==> config.mk <==
export PLATFORM = sky130hd
export DESIGN_NAME = bankreg_ctrl
export DESIGN_NICKNAME = d
export VERILOG_FILES = /design/src/rtl/bankreg_pkg.sv /design/src/rtl/bankreg_rx.sv /design/src/rtl/bankreg_fsm.sv /design/src/rtl/bankreg_tx.sv /design/src/rtl/bankreg_addr_map.sv /design/src/rtl/bankreg_ctrl.sv
export SDC_FILE = /design/constraint.sdc
export NUM_CORES = 1
export LEC_CHECK = 0
export ABC_CLOCK_PERIOD_IN_PS = 2600
export BUFFER_PORTS_ARGS = -buffer_cell sky130_fd_sc_hd__buf_2
export CAP_MARGIN = 20
export CORE_MARGIN = 5
export CORE_UTILIZATION = 45
export CTS_CLUSTER_SIZE = 8
export DETAILED_ROUTE_END_ITERATION = 10
export GPL_ROUTABILITY_DRIVEN = 0
export PLACE_DENSITY = 0.78
export SLEW_MARGIN = 10
export SYNTH_ARGS = -nofsm -noshare
export SYNTH_HDL_FRONTEND = slang
export SYNTH_HIERARCHICAL = 1
export SYNTH_SLANG_ARGS = --single-unit
==> constraint.sdc <==
create_clock -name clk -period 2.6 [get_ports clk]
set_clock_uncertainty 0.2 [all_clocks]
set_input_delay 0.26 -clock clk [delete_from_list [all_inputs] [get_ports clk]]
set_output_delay 0.26 -clock clk [all_outputs]
set_load 0.02 [all_outputs]
==> src/rtl/bankreg_pkg.sv <==
package bankreg_pkg;

    localparam int BYTE_W = 8;
    localparam int BIT_CNT_W = $clog2(BYTE_W);

    localparam logic [BYTE_W-1:0] OP_BANK_WR = 8'h17;
    localparam logic [BYTE_W-1:0] OP_BANK_RD = 8'h16;
    localparam logic [BYTE_W-1:0] OP_ARM     = 8'hB9;
    localparam logic [BYTE_W-1:0] OP_REG_WR  = 8'h01;

    localparam logic [BYTE_W-1:0] LEG_MASK   = 8'h03;
    localparam logic [BYTE_W-1:0] EXT_MASK   = 8'h80;

    typedef enum logic [2:0] {
        ST_IDLE,
        ST_OPCODE,
        ST_BANK_WR,
        ST_BANK_RD,
        ST_ARM_WAIT,
        ST_LEG_WR,
        ST_SKIP
    } bank_state_t;

endpackage

==> src/rtl/bankreg_rx.sv <==
module bankreg_rx
    import bankreg_pkg::*;
(
    input  logic              clk,
    input  logic              rst_n,
    input  logic              sck,
    input  logic              cs_n,
    input  logic              si,
    output logic              sck_rise,
    output logic              sck_fall,
    output logic              byte_done,
    output logic [BYTE_W-1:0] rx_byte
);

    localparam logic [BIT_CNT_W-1:0] LAST_BIT = BIT_CNT_W'(BYTE_W - 1);

    logic                 sck_q;
    logic [BYTE_W-2:0]    shift_q;
    logic [BIT_CNT_W-1:0] cnt_q;

    // Edges are qualified by chip select so that idle clocks do nothing.
    assign sck_rise  = ~cs_n & sck & ~sck_q;
    assign sck_fall  = ~cs_n & ~sck & sck_q;
    assign byte_done = sck_rise && (cnt_q == LAST_BIT);
    assign rx_byte   = {shift_q, si};

    always_ff @(posedge clk or negedge rst_n) begin
        if (!rst_n) begin
            sck_q   <= 1'b0;
            shift_q <= '0;
            cnt_q   <= '0;
        end else begin
            sck_q <= sck;
            if (cs_n) begin
                cnt_q <= '0;
            end else if (sck_rise) begin
                shift_q <= {shift_q[BYTE_W-3:0], si};
                cnt_q   <= cnt_q + 1'b1;
            end
        end
    end

endmodule

==> src/rtl/bankreg_fsm.sv <==
module bankreg_fsm
    import bankreg_pkg::*;
#(
    parameter int BANK_BITS = 2
) (
    input  logic              clk,
    input  logic              rst_n,
    input  logic              cs_n,
    input  logic              sck_rise,
    input  logic              byte_done,
    input  logic [BYTE_W-1:0] rx_byte,
    input  logic              busy,
    input  logic              prog_err,
    input  logic              erase_err,
    output logic [BYTE_W-1:0] bank_reg,
    output logic              armed,
    output logic              rd_start,
    output logic              rd_active
);

    localparam logic [BYTE_W-1:0] LOW_MASK = BYTE_W'((1 << BANK_BITS) - 1);
    localparam logic [BYTE_W-1:0] WR_MASK  = EXT_MASK | LOW_MASK;
    localparam logic [BYTE_W-1:0] LEG_WR_MASK = LEG_MASK & WR_MASK;

    bank_state_t state_q, state_d;
    logic        allowed;
    logic        op_done;

    assign allowed = ~(busy | prog_err | erase_err);
    assign op_done = (state_q == ST_OPCODE) && byte_done;

    // State register
    always_ff @(posedge clk or negedge rst_n) begin
        if (!rst_n) state_q <= ST_IDLE;
        else        state_q <= state_d;
    end

    // Next state
    always_comb begin
        state_d = state_q;
        unique case (state_q)
            ST_IDLE: begin
                if (!cs_n) state_d = ST_OPCODE;
            end
            ST_OPCODE: begin
                if (byte_done) begin
                    if (rx_byte == OP_BANK_WR)      state_d = ST_BANK_WR;
                    else if (rx_byte == OP_BANK_RD) state_d = ST_BANK_RD;
                    else if (rx_byte == OP_ARM)     state_d = ST_ARM_WAIT;
                    else if (rx_byte == OP_REG_WR)  state_d = armed ? ST_LEG_WR : ST_SKIP;
                    else                            state_d = ST_SKIP;
                end
            end
            ST_BANK_WR: begin
                if (byte_done) state_d = ST_SKIP;
            end
            ST_BANK_RD: begin
                state_d = ST_BANK_RD;
            end
            ST_ARM_WAIT: begin
                if (sck_rise) state_d = ST_SKIP;
            end
            ST_LEG_WR: begin
                if (byte_done) state_d = ST_SKIP;
            end
            ST_SKIP: begin
                state_d = ST_SKIP;
            end
            default: state_d = ST_IDLE;
        endcase
        if (cs_n) state_d = ST_IDLE;
    end

    // Register and one-shot flag updates
    always_ff @(posedge clk or negedge rst_n) begin
        if (!rst_n) begin
            bank_reg <= '0;
            armed    <= 1'b0;
        end else if (cs_n) begin
            if (state_q != ST_IDLE) armed <= (state_q == ST_ARM_WAIT) && allowed;
        end else if (op_done) begin
            if (rx_byte != OP_REG_WR) armed <= 1'b0;
        end else if (byte_done && (state_q == ST_BANK_WR)) begin
            bank_reg <= rx_byte & WR_MASK;
        end else if (byte_done && (state_q == ST_LEG_WR)) begin
            armed <= 1'b0;
            if (allowed) bank_reg <= (bank_reg & ~LEG_WR_MASK) | (rx_byte & LEG_WR_MASK);
        end
    end

    assign rd_start  = op_done && (rx_byte == OP_BANK_RD);
    assign rd_active = (state_q == ST_BANK_RD);

endmodule

==> src/rtl/bankreg_tx.sv <==
module bankreg_tx
    import bankreg_pkg::*;
(
    input  logic              clk,
    input  logic              rst_n,
    input  logic              rd_start,
    input  logic              rd_active,
    input  logic              sck_fall,
    input  logic [BYTE_W-1:0] bank_reg,
    output logic              so
);

    logic [BIT_CNT_W-1:0] idx_q;
    logic                 so_q;

    always_ff @(posedge clk or negedge rst_n) begin
        if (!rst_n) begin
            idx_q <= '0;
            so_q  <= 1'b0;
        end else if (rd_start) begin
            idx_q <= '0;
            so_q  <= 1'b0;
        end else if (rd_active && sck_fall) begin
            // Index counts up; the inverted index walks bits MSB first and wraps.
            so_q  <= bank_reg[~idx_q];
            idx_q <= idx_q + 1'b1;
        end
    end

    assign so = rd_active & so_q;

endmodule

==> src/rtl/bankreg_addr_map.sv <==
module bankreg_addr_map
    import bankreg_pkg::*;
#(
    parameter int BANK_BITS = 2,
    parameter int ADDR_W    = 24
) (
    input  logic [BYTE_W-1:0]        bank_reg,
    input  logic [ADDR_W-1:0]        cmd_addr,
    output logic                     ext_addr_en,
    output logic [ADDR_W+BYTE_W-1:0] eff_addr
);

    localparam logic [BYTE_W-1:0] LOW_MASK = BYTE_W'((1 << BANK_BITS) - 1);

    assign ext_addr_en = bank_reg[BYTE_W-1];
    assign eff_addr    = {ext_addr_en ? {BYTE_W{1'b0}} : (bank_reg & LOW_MASK), cmd_addr};

endmodule

==> src/rtl/bankreg_ctrl.sv <==
module bankreg_ctrl
    import bankreg_pkg::*;
#(
    parameter int BANK_BITS = 2
) (
    input  logic        clk,
    input  logic        rst_n,
    input  logic        sck,
    input  logic        cs_n,
    input  logic        si,
    input  logic        busy,
    input  logic        prog_err,
    input  logic        erase_err,
    input  logic [23:0] cmd_addr,
    output logic        so,
    output logic        so_oe,
    output logic [7:0]  bank_reg,
    output logic        ext_addr_en,
    output logic        armed,
    output logic [31:0] eff_addr
);

    logic              sck_rise;
    logic              sck_fall;
    logic              byte_done;
    logic [BYTE_W-1:0] rx_byte;
    logic              rd_start;
    logic              rd_active;

    bankreg_rx u_rx (
        .clk       (clk),
        .rst_n     (rst_n),
        .sck       (sck),
        .cs_n      (cs_n),
        .si        (si),
        .sck_rise  (sck_rise),
        .sck_fall  (sck_fall),
        .byte_done (byte_done),
        .rx_byte   (rx_byte)
    );

    bankreg_fsm #(.BANK_BITS(BANK_BITS)) u_fsm (
        .clk       (clk),
        .rst_n     (rst_n),
        .cs_n      (cs_n),
        .sck_rise  (sck_rise),
        .byte_done (byte_done),
        .rx_byte   (rx_byte),
        .busy      (busy),
        .prog_err  (prog_err),
        .erase_err (erase_err),
        .bank_reg  (bank_reg),
        .armed     (armed),
        .rd_start  (rd_start),
        .rd_active (rd_active)
    );

    bankreg_tx u_tx (
        .clk       (clk),
        .rst_n     (rst_n),
        .rd_start  (rd_start),
        .rd_active (rd_active),
        .sck_fall  (sck_fall),
        .bank_reg  (bank_reg),
        .so        (so)
    );

    bankreg_addr_map #(.BANK_BITS(BANK_BITS), .ADDR_W(24)) u_map (
        .bank_reg    (bank_reg),
        .cmd_addr    (cmd_addr),
        .ext_addr_en (ext_addr_en),
        .eff_addr    (eff_addr)
    );

    assign so_oe = ~cs_n;

endmodule

==> results by group, run 1 <==
Synth
  – Sequential element share of the synthesized area: 34.4%
  – Number of register bits inferred by synthesis: 22
  – Main area contributors after synthesis: dfrtp_1 (34%), buf_4 (18%), mux2_4 (6.6%), ha_1 (2.3%), mux2_1 (2.1%)
  – Count of flip-flops with a built-in enable after synthesis: 0
  – Top_reg_cell synth: dfrtp_1
  – Post-synth ARST share: 100%
  – Average cell area after synthesis: 10.4 um2
  – Number of synthesis warnings: 6
  – Cell area after synthesis: 0.00160 mm2
  – Share of the synthesized area in the top cell type: 34.4%
  – Library cell with the largest summed area after synthesis: dfrtp_1
  – Number of distinct library cells after synthesis: 48
  – Gate count of the mapped netlist: 154

Clock network
  – Number of buffers created by CTS: 3
  – Clock network latency to the later pin of the worst-skew pair: 0.30 ns
  – Post-CTS setup buffers: 0
  – Maximum buffer depth of the clock tree: 2
  – Root Driver: clkbuf_4
  – Clock edge transition at the registers on the reported setup and hold paths: 0.12 ns
  – TritonCTS clock tree: done
  – Number of buffers inserted by hold repair at cts: 2
  – Num Clock Sinks: 22
  – H-tree lvl count: 1
  – Count of instances resized after the clock tree is built: 0

Finish
  – Register with the highest flop count: u_rx/shift_q
  – Post-route cell area: 0.00153 mm2
  – Final core utilization: 45.2%
  – Most common library cell in the layout ignoring fill and taps: dfrtp_1
  – Post-route non-filler standard cell count: 191
  – Antenna diode count: 0
  – Layout filler cell count: 323
  – Net count reported at finish: 181
  – Highest-count cells in the layout ignoring fill and taps: dfrtp_1 (22), buf_2 (16), conb_1 (11)
  – Max FFs per register: 7
  – Area overhead of the layout relative to synthesis: -4.22%
  – Proportion of layout cells with a drive suffix above 1: 24.8%

Timing
  – Tightest Pin Transition: 0.513 ns
  – Final-report hold violation count: 0
  – Max transition margin: 65.5%
  – Final-report setup violation count: 0
  – Max-slew violation total from the final report: 0
  – Min cycle time layout: 2.30 ns
  – Peak clock frequency supported by timing: 435 MHz
  – RSZ-0062 raised after global routing: no
  – Final setup TNS: 0 ns
  – Final period util: 88.3%

Hold path
  – Hold Crit Class: primary input to register
  – Number of cells on the worst hold path: 2

Global route
  – First-pass GRT wire length: 4840 um
  – Global routing usage summed across all routing layers: 12.0%
  – GRT overflow: 0
  – Number of antenna violations at the first check in global routing: 0
  – Pin count of the biggest net entering global routing: 23
  – Number of global-route vias before repair: 1,045

Detailed routing
  – Routed wire length per instance: 15.0 um
  – Detailed router's first-iteration violation count: 24
  – Router iterations before antenna repair: 4
  – Post-DRT Antenna Nets: 0
  – Vias per cell: 5.44
  – Routed WL: 2870 um
  – Number of remaining DRC errors: 0
  – Total via count in the routed design: 1,039

Worst setup path
  – Start-to-end type of the worst setup path: primary input to register
  – CP max-delay cell: dlygate4sd3_1
  – Buffer and inverter count on the worst path: 2
  – Worst r2r path cells: 7
  – Kind of capture point of the worst setup path: register
  – Cell repeated most along the worst path: nand3b_1
  – Delay-heaviest family, CP: simple AND/OR/NAND/NOR gates
  – Register-to-register path setup slack: 0.43 ns
  – Critical Path Source Type: primary input
  – Worst-path maximum fanout: 9
  – Crit path arrival time: 2.30 ns
  – Worst EP required: 2.61 ns
  – Levels on crit path: 9
  – Delay contributed by the slowest stage of the critical path: 0.52 ns
  – Series of cell instances along the critical path: dlygate4sd3_1, buf_2, nand2b_4, nor2_8, and2_2, nand3b_1, nor3_1, nand3b_1, o31ai_2

Power and ir drop
  – Sequential Power Share: 55.6%
  – Switching Share: 30.6%
  – Net switching component of the power: 0.000252 W
  – Power share of the clock group: 22.9%
  – Leakage dissipation: 0.741 nW
  – Max VDD drop: 0.000379 V
  – Internal Power: 0.000572 W
  – Gate power share: 21.6%
  – Ratio of total power to cell area: 537 mW/mm2

Floorplanning
  – Y dimension of the die: 69.6 um
  – Core Rows: 21
  – Floorplan Core Area: 0.00339 mm2
  – Boundary Pins: 76
  – Die Width: 69.6 um
  – Initial core utilization: 47.2%
  – Die Area: 0.00485 mm2

Placement
  – Cell area after placement: 0.00148 mm2
  – Post-DP HPWL: 2170 um
  – Count of buffers from port buffering: 16
  – # placed instances: 185

Outcome
  – Result of the run: finished, final reports clean

Job
  – Max-cap violations: 0
==> cell usage after synthesis (all sizes together), types with 2 or more instances <==
master and count:
nor4b 4, conb 2, nor2 9, nand3b 4, a21oi 5, a31oi 2, nand2 7, nand3 5
nor2b 2, nand2b 3, xor2 2, dfrtp 22, nor3 2, buf 40, ha 3, a22oi 2
nand4 2, mux2i 2, inv 6, and2 2, mux2 10
==> cell type report <==
class | instances | area, um2 | area share (%)
clock buffer | 4 | 36.3 | 2.37
inverter | 6 | 22.5 | 1.47
multi-input combinational | 95 | 766 | 50.0
sequential | 22 | 551 | 35.9
tap | 46 | 57.6 | 3.76
timing repair buffer | 18 | 100 | 6.53
==> worst paths after layout <==
path                                    start                 to
worst max-delay path                      sck          u_tx/so_q
worst min-delay path                       si  u_fsm/bank_reg[0]
worst max register to register     u_rx/sck_q          u_tx/so_q
worst min register to register  u_rx/cnt_q[2]      u_rx/cnt_q[2]
max in group asynchronous               rst_n      u_tx/idx_q[2]
min in group asynchronous               rst_n      u_tx/idx_q[0]
==> metrics by stage <==
stage	hold WS (ns)	total power, W	worst slack (ns)
CTS	0.0187	0.000833	0.311
finish	0.0298	0.000823	0.303
global route	0.0363	0.000870	0.214
global placement	0.0519	0.000632	0.531
floorplan	-0.236	0.000653	0.627
detailed placement	0.0552	0.000640	0.459
==> worst reg2reg max path: stages, from the launching register on <==
cell and delay, ns:
dfrtp_1 0.42, nand2b_4 0.18, nor2_8 0.20, and2_2 0.27
nand3b_1 0.11, nor3_1 0.43, nand3b_1 0.20, o31ai_2 0.07
==> cell families after synthesis <==
| kind of cell | Yosys count | share of synthesized area (%) |
|---|---|---|
| mux | 13 | 11.6 |
| fa+ha+maj | 3 | 2.35 |
| simple gates | 47 | 21.0 |
| other cells | 2 | 0.469 |
| buf+inv | 46 | 19.9 |
| xor+xnor | 3 | 1.64 |
| compound gates | 18 | 8.76 |
| flops | 22 | 34.4 |
==> metal layers <==
metal  global-route usage, %  share of wire (%)
met1                    14.6                 42
met3                    3.48                6.7
met5                       0                  0
met4                    5.32                2.4
met2                    19.5                 49
==> power by group through the flow <==
stage / sequential [W] / combinational, W / clock [W]
2_1_floorplan: 0.000444 / 0.000210 / 0
5_1_grt: 0.000468 / 0.000193 / 0.000209
3_5_place_dp: 0.000466 / 0.000174 / 0
3_3_place_gp: 0.000458 / 0.000173 / 0
6_report: 0.000458 / 0.000178 / 0.000188
4_1_cts: 0.000459 / 0.000176 / 0.000198
No activity file was read; power rests on OpenSTA's default activity.
==> run 2: changes to the inputs <==
RECOVER_POWER = 50   (was unset)
==> run 2 against run 1 <==
- register-to-register slack barely moved
- global-route usage did not move
- sequential share of layout area barely moved
- combinational power barely moved
- die area did not move
- non-clock buffer count did not move
- cell area barely moved
- critical endpoint unchanged
==> results by group, run 2 (same netlist as run 1, synthesis figures left out) <==
Timing
  – Final setup TNS: 0 ns
  – Peak clock frequency supported by timing: 433 MHz
  – Post-route worst hold slack: 0.0293 ns
  – Final period util: 88.8%
  – Max transition margin: 21.0%
  – Min cycle time layout: 2.31 ns
  – Final-report hold violation count: 0
  – RSZ-0062 raised after global routing: no
  – Tightest Pin Transition: 1.18 ns
  – Final-report setup violation count: 0
  – Max-slew violation total from the final report: 0

Power and ir drop
  – Ratio of total power to cell area: 538 mW/mm2
  – Max VDD drop: 0.000379 V
  – Leakage dissipation: 0.739 nW

Worst setup path
  – Buffer and inverter count on the worst path: 2
  – Crit path arrival time: 2.31 ns
  – Critical Path Source Type: primary input
  – Worst EP required: 2.60 ns
  – Delay contributed by the slowest stage of the critical path: 0.52 ns
  – Delay-heaviest family, CP: simple AND/OR/NAND/NOR gates
  – Kind of capture point of the worst setup path: register
  – Start-to-end type of the worst setup path: primary input to register
  – CP max-delay cell: dlygate4sd3_1
  – Worst-path maximum fanout: 9
  – Cell repeated most along the worst path: nand3b_1
  – Series of cell instances along the critical path: dlygate4sd3_1, buf_2, nand2b_4, nor2_8, and2_2, nand3b_1, nor3_1, nand3b_1, o31ai_2

Finish
  – Proportion of layout cells with a drive suffix above 1: 24.1%
  – Layout filler cell count: 323
  – Area overhead of the layout relative to synthesis: -4.30%
  – Most common library cell in the layout ignoring fill and taps: dfrtp_1
  – Highest-count cells in the layout ignoring fill and taps: dfrtp_1 (22), buf_2 (15), conb_1 (11)
  – Register with the highest flop count: u_rx/shift_q
  – Net count reported at finish: 181
  – Antenna diode count: 0
  – Post-route non-filler standard cell count: 191
  – Max FFs per register: 7

Placement
  – Count of buffers from port buffering: 16
  – # placed instances: 185
  – Post-DP HPWL: 2170 um

Detailed routing
  – Router iterations before antenna repair: 4
  – Total via count in the routed design: 1,054
  – Routed WL: 2860 um
  – Detailed router's first-iteration violation count: 24
  – Number of remaining DRC errors: 0
  – Post-DRT Antenna Nets: 0
  – Vias per cell: 5.52
  – Routed wire length per instance: 15.0 um

Job
  – Max-cap violations: 0

Floorplanning
  – Y dimension of the die: 69.6 um
  – Floorplan Core Area: 0.00339 mm2
  – Initial core utilization: 47.2%
  – Die Width: 69.6 um
  – Core Rows: 21
  – Boundary Pins: 76
  – Die Area: 0.00485 mm2

Hold path
  – Hold Crit Class: primary input to register

Global route
  – Global routing usage summed across all routing layers: 12.0%
  – First-pass GRT wire length: 4840 um
  – Number of global-route vias before repair: 1,045
  – Number of antenna violations at the first check in global routing: 0
  – GRT overflow: 0
  – Pin count of the biggest net entering global routing: 23

Clock network
  – Num Clock Sinks: 22
  – Count of instances resized after the clock tree is built: 0
  – TritonCTS clock tree: done
  – Clock network latency to the later pin of the worst-skew pair: 0.30 ns
  – H-tree lvl count: 1
  – Maximum buffer depth of the clock tree: 2
  – Number of buffers created by CTS: 3
  – Number of buffers inserted by hold repair at cts: 2
  – Root Driver: clkbuf_4
  – Post-CTS setup buffers: 0
  – Clock edge transition at the registers on the reported setup and hold paths: 0.12 ns

Outcome
  – Result of the run: finished, final reports clean
## run 2: cell types whose count changed in the layout (fill, tap and decap cells not counted)
| cell | change |
|---|---|
| buf_2 | -1 |
| clkbuf_1 | +1 |
## run 2: power breakdown
part	internal (W)	switching, W	leakage [nW]
logic	0.0000943	0.0000832	0.428
registers	0.000392	0.0000659	0.290
clock network	0.0000855	0.000103	0.0210
total	0.000572	0.000252	0.739
## run 2: metal layers
layer | vias to the layer above | GRT usage (%) | share of wire [%]
met2 | 36 | 19.5 | 49
met5 | - | 0 | 0
met4 | 0 | 5.32 | 2.4
li1 | 478 | - | -
met3 | 16 | 3.48 | 6.8
met1 | 524 | 14.6 | 42
## run 2: stage by stage
| stage | total power, W | area [um2] | utilization (%) | worst slack [ns] |
|---|---|---|---|---|
| global placement | 0.000632 | 1480 | 43.6 | 0.531 |
| detailed placement | 0.000640 | 1480 | 43.6 | 0.459 |
| floorplan | 0.000653 | 1630 | - | 0.627 |
| finish | 0.000823 | 1530 | 45.2 | 0.292 |
| global route | 0.000870 | 1530 | 45.2 | 0.214 |
| CTS | 0.000833 | 1530 | 45.2 | 0.311 |
## run 2: area by class of cell
class / count / area [um2] / area share, %
Multi-Input combinational cell: 95 / 766 / 50.0
Sequential cell: 22 / 551 / 35.9
Timing Repair Buffer: 18 / 98.8 / 6.45
Tap cell: 46 / 57.6 / 3.76
Clock buffer: 4 / 36.3 / 2.37
Inverter: 6 / 22.5 / 1.47
## run 2: final timing paths
check / start / to / slack (ns) / depth (start not counted)
worst max-delay path: sck / u_tx/so_q / 0.29 / 9
worst min-delay path: si / u_fsm/bank_reg[0] / 0.03 / 2
worst max register to register: u_rx/sck_q / u_tx/so_q / 0.42 / 7
worst min register to register: u_rx/cnt_q[2] / u_rx/cnt_q[2] / 0.34 / 2
max in group asynchronous: rst_n / u_rx/shift_q[4] / 0.99 / 2
min in group asynchronous: rst_n / u_tx/idx_q[1] / 0.51 / 2
## run 2: worst register-to-register path, delay by kind of cell, from the launching register on
kind	cells	cell delay (ns)
AO/OA/AOI/OAI	1	0.07
AND/OR/NAND/NOR	6	1.39
flip-flops	1	0.42
==> run 3: changes to the inputs <==
REMOVE_ABC_BUFFERS = 1   (was unset)
==> run 3 against run 2 <==
- sequential share of layout area is 0.35 points lower
- total power is 10% higher
- register-to-register slack better by 0.08 ns
- non-clock buffer count stayed put
==> results by group, run 3 (same netlist as run 1, synthesis figures left out) <==
Outcome
  – Result of the run: finished, final reports clean

Global route
  – Global routing usage summed across all routing layers: 14.7%
  – GRT overflow: 0
  – First-pass GRT wire length: 5690 um
  – Pin count of the biggest net entering global routing: 23
  – Number of global-route vias before repair: 1,087
  – Number of antenna violations at the first check in global routing: 0

Finish
  – Post-route non-filler standard cell count: 191
  – Highest-count cells in the layout ignoring fill and taps: dfrtp_1 (22), buf_2 (14), conb_1 (11)
  – Antenna diode count: 0
  – Area overhead of the layout relative to synthesis: -3.36%
  – Max FFs per register: 7
  – Proportion of layout cells with a drive suffix above 1: 23.4%
  – Layout filler cell count: 315
  – Most common library cell in the layout ignoring fill and taps: dfrtp_1
  – Register with the highest flop count: u_rx/shift_q
  – Net count reported at finish: 181

Clock network
  – Num Clock Sinks: 22
  – Root Driver: clkbuf_4
  – Clock edge transition at the registers on the reported setup and hold paths: 0.14 ns
  – Number of buffers inserted by hold repair at cts: 2
  – Clock network latency to the later pin of the worst-skew pair: 0.32 ns
  – TritonCTS clock tree: done
  – Count of instances resized after the clock tree is built: 0
  – Maximum buffer depth of the clock tree: 2
  – Post-CTS setup buffers: 0
  – Number of buffers created by CTS: 3
  – H-tree lvl count: 1

Job
  – Max-cap violations: 0

Placement
  – Post-DP HPWL: 2720 um
  – Count of buffers from port buffering: 16
  – # placed instances: 185

Worst setup path
  – Crit path arrival time: 2.36 ns
  – Delay-heaviest family, CP: simple AND/OR/NAND/NOR gates
  – CP max-delay cell: dlygate4sd3_1
  – Worst-path maximum fanout: 9
  – Cell repeated most along the worst path: nand3b_1
  – Buffer and inverter count on the worst path: 2
  – Worst EP required: 2.63 ns
  – Critical Path Source Type: primary input
  – Series of cell instances along the critical path: dlygate4sd3_1, clkbuf_1, nand2b_4, nor2_8, and2_2, nand3b_1, nor3_1, nand3b_1, o31ai_2
  – Reg-to-reg critical path startpoint: u_rx/cnt_q[0]
  – Start-to-end type of the worst setup path: primary input to register
  – Kind of capture point of the worst setup path: register
  – Critical Path Start: sck
  – Delay contributed by the slowest stage of the critical path: 0.52 ns

Hold path
  – Worst hold path startpoint: si
  – Hold Crit Class: primary input to register

Timing
  – Max-slew violation total from the final report: 0
  – RSZ-0062 raised after global routing: no
  – Max transition margin: 19.4%
  – Final period util: 89.6%
  – Min cycle time layout: 2.33 ns
  – Final-report hold violation count: 0
  – Peak clock frequency supported by timing: 429 MHz
  – Final-report setup violation count: 0
  – Tightest Pin Transition: 1.21 ns
  – Final setup TNS: 0 ns

Floorplanning
  – Floorplan Core Area: 0.00339 mm2
  – Boundary Pins: 76
  – Initial core utilization: 47.2%
  – Die Width: 69.6 um
  – Y dimension of the die: 69.6 um
  – Core Rows: 21
  – Die Area: 0.00485 mm2

Power and ir drop
  – Ratio of total power to cell area: 588 mW/mm2
  – Leakage dissipation: 0.743 nW
  – Power consumption: 0.000909 W
  – Max VDD drop: 0.000345 V

Detailed routing
  – Routed WL: 3580 um
  – Number of remaining DRC errors: 0
  – Router iterations before antenna repair: 4
  – Vias per cell: 5.48
  – Total via count in the routed design: 1,047
  – Post-DRT Antenna Nets: 0
  – Routed wire length per instance: 18.7 um
  – Detailed router's first-iteration violation count: 29
## run 3: cell types whose count changed in the layout (fill, tap and decap cells not counted)
cell / delta
bufinv_16: +1
buf_2: -1
clkbuf_8: -1
clkbuf_1: +1
## run 3: path summary, 6_finish.rpt
check	end	slack, ns	cells past startpoint
worst max-delay path	u_tx/so_q	0.27	9
worst min-delay path	u_rx/shift_q[0]	0.01	2
worst max register to register	u_fsm/bank_reg[0]	0.50	6
worst min register to register	u_rx/cnt_q[2]	0.34	2
max in group asynchronous	u_fsm/state_q[1]	0.98	2
min in group asynchronous	u_tx/idx_q[1]	0.49	2
## run 3: through the flow
step | cell area, um2 | util, % | setup WS [ns] | hold WS [ns]
detailed placement | 1480 | 43.6 | 0.486 | 0.0612
finish | 1550 | 45.6 | 0.270 | 0.0105
floorplan | 1340 | - | 0.627 | -0.236
global route | 1550 | 45.6 | 0.146 | 0.0123
CTS | 1550 | 45.7 | 0.369 | 0.00509
global placement | 1480 | 43.6 | 0.523 | 0.0452
## run 3: cell type report
type | count | area [um2] | share of cell area [%]
Clock inverter | 1 | 30.0 | 1.94
Sequential cell | 22 | 551 | 35.6
Tap cell | 46 | 57.6 | 3.72
Timing Repair Buffer | 18 | 97.6 | 6.31
Inverter | 6 | 22.5 | 1.46
Multi-Input combinational cell | 95 | 766 | 49.5
Clock buffer | 3 | 22.5 | 1.46
## run 3: worst register-to-register path: stages, from the launching register on
cell,delay (ns)
dfrtp_1,0.41
ha_1,0.20
ha_1,0.17
and2_2,0.22
and4bb_1,0.25
a22oi_2,0.21
mux2_1,0.36
## run 3: power by group
| part | leakage, nW | internal [W] | total (W) | switching (W) |
|---|---|---|---|---|
| registers | 0.290 | 0.000392 | 0.000459 | 0.0000676 |
| logic | 0.425 | 0.0000942 | 0.000185 | 0.0000903 |
| clock network | 0.0279 | 0.000156 | 0.000265 | 0.000109 |
## run 3: per-layer routing
metal  routed length [um]  track usage (%)  vias up
li1                     -                -      472
met1                 1530             19.0      503
met2                 1500             21.0       70
met3                  534             9.86        2
met4                   12             1.28        0
met5                    0                0        -
